`src/rtl/nibram_bank_ctrl.sv`:
```
`timescale 1ns/1ps
module nibram_bank_ctrl #(
  parameter int BANK_W   = 4,
  parameter int RAM_AW   = 9,
  parameter logic [7:0] ON_KEY = 8'h0A
) (
  input  logic                    clk,
  input  logic                    rst_n,
  input  logic [15:0]             cpu_addr,
  input  logic [7:0]              cpu_wdata,
  input  logic                    cpu_wr,
  input  logic [7:0]              rom_rdata,
  output logic [BANK_W+13:0]      rom_addr,
  output logic [7:0]              cpu_rdata
);
  localparam int DEPTH = 1 << RAM_AW;
  localparam int WIN_W = 16 - RAM_AW;
  localparam logic [WIN_W-1:0] WIN_TAG = WIN_W'(16'hA000 >> RAM_AW);

  logic [BANK_W-1:0] bank_q;
  logic              ram_on;
  logic [3:0]        mem [DEPTH];

  wire in_fixed  = cpu_addr[15:14] == 2'b00;
  wire in_switch = cpu_addr[15:14] == 2'b01;
  wire in_ram    = cpu_addr[15:RAM_AW] == WIN_TAG;
  wire en_wr     = cpu_wr && cpu_addr[15:13] == 3'b000 && !cpu_addr[8];
  wire bank_wr   = cpu_wr && cpu_addr[15:13] == 3'b001 &&  cpu_addr[8];
  wire [BANK_W-1:0] new_bank = cpu_wdata[BANK_W-1:0];

  always_ff @(posedge clk or negedge rst_n) begin
    if (!rst_n) begin
      bank_q <= BANK_W'(1);
      ram_on <= 1'b0;
    end else begin
      if (en_wr)   ram_on <= (cpu_wdata == ON_KEY);
      if (bank_wr) bank_q <= (new_bank == '0) ? BANK_W'(1) : new_bank;
    end
  end

  always_ff @(posedge clk) begin
    if (cpu_wr && in_ram && ram_on) mem[cpu_addr[RAM_AW-1:0]] <= cpu_wdata[3:0];
  end

  assign rom_addr = {in_switch ? bank_q : {BANK_W{1'b0}}, cpu_addr[13:0]};

  always_comb begin
    if (in_fixed || in_switch)  cpu_rdata = rom_rdata;
    else if (in_ram && ram_on)  cpu_rdata = {4'hF, mem[cpu_addr[RAM_AW-1:0]]};
    else                        cpu_rdata = 8'hFF;
  end


  bank_load_chk: assert property (@(posedge clk) disable iff (!rst_n)
    (bank_wr && new_bank != '0) |=> bank_q == $past(new_bank));

  bank_zero_chk: assert property (@(posedge clk) disable iff (!rst_n)
    (bank_wr && new_bank == '0) |=> bank_q == BANK_W'(1));

  bank_hold_chk: assert property (@(posedge clk) disable iff (!rst_n)
    !bank_wr |=> $stable(bank_q));

  en_hold_chk: assert property (@(posedge clk) disable iff (!rst_n)
    !en_wr |=> $stable(ram_on));

  ram_off_read_chk: assert property (@(posedge clk) disable iff (!rst_n)
    (in_ram && !ram_on) |-> cpu_rdata == 8'hFF);

  ram_high_nib_chk: assert property (@(posedge clk) disable iff (!rst_n)
    in_ram |-> cpu_rdata[7:4] == 4'hF);

  switch_map_chk: assert property (@(posedge clk) disable iff (!rst_n)
    in_switch |-> (rom_addr[BANK_W+13:14] == bank_q && cpu_rdata == rom_rdata));
endmodule

```
`config.mk`:
```
export PLATFORM = sky130hd
export DESIGN_NAME = nibram_bank_ctrl
export DESIGN_NICKNAME = d
export VERILOG_FILES = /design/src/rtl/nibram_bank_ctrl.sv
export SDC_FILE = /design/constraint.sdc
export NUM_CORES = 2
export LEC_CHECK = 0
export CORE_MARGIN = 1
export CORE_UTILIZATION = 40
export CTS_BUF_LIST = sky130_fd_sc_hd__clkbuf_4 sky130_fd_sc_hd__clkbuf_8
export CTS_CLUSTER_DIAMETER = 150
export DETAILED_ROUTE_END_ITERATION = 10
export PLACE_DENSITY_LB_ADDON = 0.08
export SLEW_MARGIN = 20
export SYNTH_ARGS = -nofsm -noshare
export SYNTH_HDL_FRONTEND = slang
export SYNTH_SLANG_ARGS = --single-unit
```
`constraint.sdc`:
```
create_clock -name clk -period 3.6 [get_ports clk]
set_clock_uncertainty 0.1 [all_clocks]
set_input_delay 0.54 -clock clk [delete_from_list [all_inputs] [get_ports clk]]
set_output_delay 0.54 -clock clk [all_outputs]
set_load 0.01 [all_outputs]
```
==> results.py <==
metrics = {
    "run_status": {
        "status": "complete, but fails checks",
        "violations": "setup timing",
    },
    "yosys": {
        "synth_edf_count": 2048,
        "syn-num-nets": 4179,
        "synth.most_common_cell": "edfxtp_1",
        "synth_top_family_by_area": "multiplexers",
        "ys_seq_area_share_pct": 76.0,
        "synthMuxAreaShare_pct": 14.9,
        "ys_ff_latch": 2053,
        "synthAdderAreaFrac_pct": 0,
        "synth_cell_type_count": 64,
        "synthXorXnorAreaFrac_pct": 0,
        "syn_area_per_cell_um2": 19.6,
        "yosysWarnings": 0,
        "synth_area_mm2": 0.0811,
        "synth_compound_area_share_pct": 3.37,
        "synthSimpleGateAreaFrac_pct": 3.90,
        "async_flop_share_pct": 0.244,
        "synth_cells": 4144,
        "synth_largest_area_cell": "edfxtp_1",
        "synthFlopType": "edfxtp_1",
        "synth.area.top_cells": "edfxtp_1 (76%), mux4_2 (12%), nor2_1 (2.5%)",
        "synthTopCellsByCount": "edfxtp_1 (2,048), nor2_1 (539), mux4_2 (445)",
        "synth.top_cell.area_share_pct": 75.9,
    },
    "critical_path": {
        "ff2ff_setup_slack_ps": 920,
        "end_kind": "primary output",
        "startpoint": "mem[339][3]$_DFFE_PP_",
        "crit_type": "reg2out",
        "critPathArrivalTime_ps": 3890,
        "required_ps": 2960,
        "cp_max_fo": 1,
        "r2r_start": "ram_on$_DFFE_PN0P_",
        "worstSetupStartpointType": "flip-flop",
        "reg2reg_depth": 10,
        "crit_path_end": "cpu_rdata[3]",
        "reg2reg_to": "mem[52][3]$_DFFE_PP_",
    },
    "detailed_routing": {
        "drtIter0Drc": 4562,
        "wl_um": 248000,
        "via_count": 45900,
        "drc": 0,
        "ant_nets": 0,
        "vias_per_cell": 5.41,
        "drt_first_pass_iters": 5,
        "wl_per_cell_um": 29.2,
    },
    "sta": {
        "final_hold_viol_count": 0,
        "setup-violations-final": 4,
        "relSlewSlack_pct": 45.8,
        "fmax_mhz": 221,
        "rsz0062_at_grt": "true",
        "tightestPinTransition_ps": 813,
        "fin_crit_ps": 4530,
        "timing.final.crit_share_pct": 126,
        "slew_violations": 0,
        "final.setup.worst_slack_ps": -930,
    },
    "clock_tree": {
        "clock_path_buffers": 4,
        "cts-buffers-inserted": 360,
        "insertion_delay_ps": 1040,
        "clock-sinks": 2053,
        "h-tree-depth": 5,
        "cts_tree": "built",
        "path_clk_slew_ps": 60,
        "cts_root_buf": "clkbuf_8",
    },
    "global_route": {
        "grt_pass1_vias": 47500,
        "grt_max_degree": 100,
        "grt_pass1_wl_um": 351000,
        "globalRouteTotalUtil_pct": 24.4,
        "grt_overflow": 0,
        "antenna_found_initial": 8,
    },
    "die": {
        "core_area_mm2": 0.200,
        "ios": 61,
        "die_h_um": 452,
        "dieArea_mm2": 0.204,
        "row_count": 164,
        "die-width_um": 452,
        "start_util_pct": 40.4,
    },
    "placed_design": {
        "placed_cells": 7864,
        "place.port_buffers": 60,
        "post-place-ws_ps": -1940,
        "hpwl_um": 162000,
        "gp_congestion": 0.845,
    },
    "pwr": {
        "vdd_drop_max_uv": 370,
        "power.density_mw_per_mm2": 491,
        "p_leak_uw": 0.0353,
    },
    "finish": {
        "nets": 5609,
        "syn2layout_area_growth_pct": 26.9,
        "instances_no_fill": 8486,
        "post_route_cells_drive_above_1_share_pct": 41.3,
        "fillers": 16300,
    },
    "worst_hold_path": {
        "hold_path_class": "in2async",
    },
    "job": {
        "cap_violations": 0,
    },
}
==> layer usage <==
| layer | global-route usage [%] | up-vias | wire [um] |
|---|---|---|---|
| met1 | 33.9 | 24100 | 107000 |
| met4 | 7.49 | 0 | 6870 |
| met2 | 38.6 | 1583 | 117000 |
| li1 | - | 19800 | - |
| met5 | 0 | - | 0 |
| met3 | 5.00 | 348 | 17000 |
==> critical path, stage by stage, from the launching register on <==
cell	delay [ps]
edfxtp_1	380
mux4_2	500
mux4_2	540
a2111oi_4	310
buf_4	170
nand3_4	70
nor4_4	480
a31oi_4	210
buf_6	170
==> power by group <==
part           internal, uW  switching, uW
sequential            26300           5.15
clock                 11500           9470
combinational          1310           1900
==> worst min-delay path by stage <==
stage                                  to  slack [ps]  cells after the start
finish                 ram_on$_DFFE_PN0P_         180                      2
global route           ram_on$_DFFE_PN0P_         160                      2
CTS                    ram_on$_DFFE_PN0P_          60                      2
detailed placement  bank_q[1]$_DFFE_PN0P_         390                      1
global placement    bank_q[1]$_DFFE_PN0P_         390                      1
floorplan           bank_q[1]$_DFFE_PN0P_         140                      0
==> cells in the final DEF (no fill, tap or decap), types with 6 or more instances in the layout <==
master / netlist / routed
edfxtp_1: 2048 / 2048
buf_4: 28 / 1144
nor2_1: 539 / 537
mux4_2: 445 / 445
clkbuf_8: 0 / 367
mux2i_1: 188 / 187
buf_12: 0 / 155
a22oi_1: 157 / 139
clkbuf_4: 0 / 100
clkinv_1: 2 / 86
nand2_1: 91 / 79
a21oi_1: 60 / 51
clkdlybuf4s50_1: 0 / 47
clkinv_2: 0 / 40
a221oi_1: 31 / 28
nand3_1: 34 / 27
a211oi_1: 21 / 20
a22oi_2: 0 / 18
o21ai_0: 18 / 17
mux2_2: 16 / 16
nand4_1: 16 / 16
bufinv_16: 0 / 15
nand2_4: 0 / 12
nor2b_1: 17 / 11
a22o_1: 12 / 11
nor3_1: 12 / 10
a21oi_2: 0 / 9
nand2b_1: 7 / 7
a31oi_1: 11 / 7
and2_1: 9 / 7
dlygate4sd3_1: 0 / 7
buf_6: 16 / 7
o22ai_1: 7 / 6
clkinvlp_4: 0 / 6
==> registers in the layout, summed over array words and instances, names as in the netlist <==
signal	cells
mem	2048
bank_q	4
ram_on	1
==> per-stage QoR <==
| step | setup TNS, ps | utilization (%) | hold slack [ps] | power (uW) | cell area [um2] |
|---|---|---|---|---|---|
| 2_1_floorplan | 0 | - | 144 | 28100 | 81100 |
| 3_3_place_gp | -32250 | 47.6 | 385 | 29900 | 95500 |
| 3_5_place_dp | -20190 | 47.6 | 392 | 30000 | 95500 |
| 4_1_cts | -3560 | 51.3 | 59.4 | 51000 | 103000 |
| 5_1_grt | -3570 | 51.3 | 157 | 52100 | 103000 |
| 6_report | -3060 | 51.3 | 183 | 50500 | 103000 |
==> kinds of logic (layout without fill, tap and decap cells) <==
kind of cell	after synthesis	after routing
flip-flops	2053	2053
other	0	4
AND/OR/NAND/NOR	761	761
multiplexers	649	649
buffers and inverters	305	1987
AO/OA/AOI/OAI	376	376
==> what timing repair did <==
| action | in CTS | in global routing |
|---|---|---|
| resized for setup | 96 | 13 |
| pin swaps | 26 | 14 |
| setup buffers | 2 | 0 |
| hold endpoints to repair | 260 | 0 |
| setup endpoints to repair | 4 | 4 |
| hold buffers | 7 | 0 |
| gates cloned | 0 | 0 |
==> final cells by class <==
class	count	area [um2]	share of cell area, %
diodes	4	10.0	0.00973
clock buffers	467	5800	5.64
clock inverters	147	1030	0.999
inverters	5	18.8	0.0182
multi-input cells	1786	18700	18.2
flip-flops and latches	2053	61600	59.9
well taps	2656	3320	3.23
repair buffers	1368	12400	12.0
(Power assumes the default switching activity.)
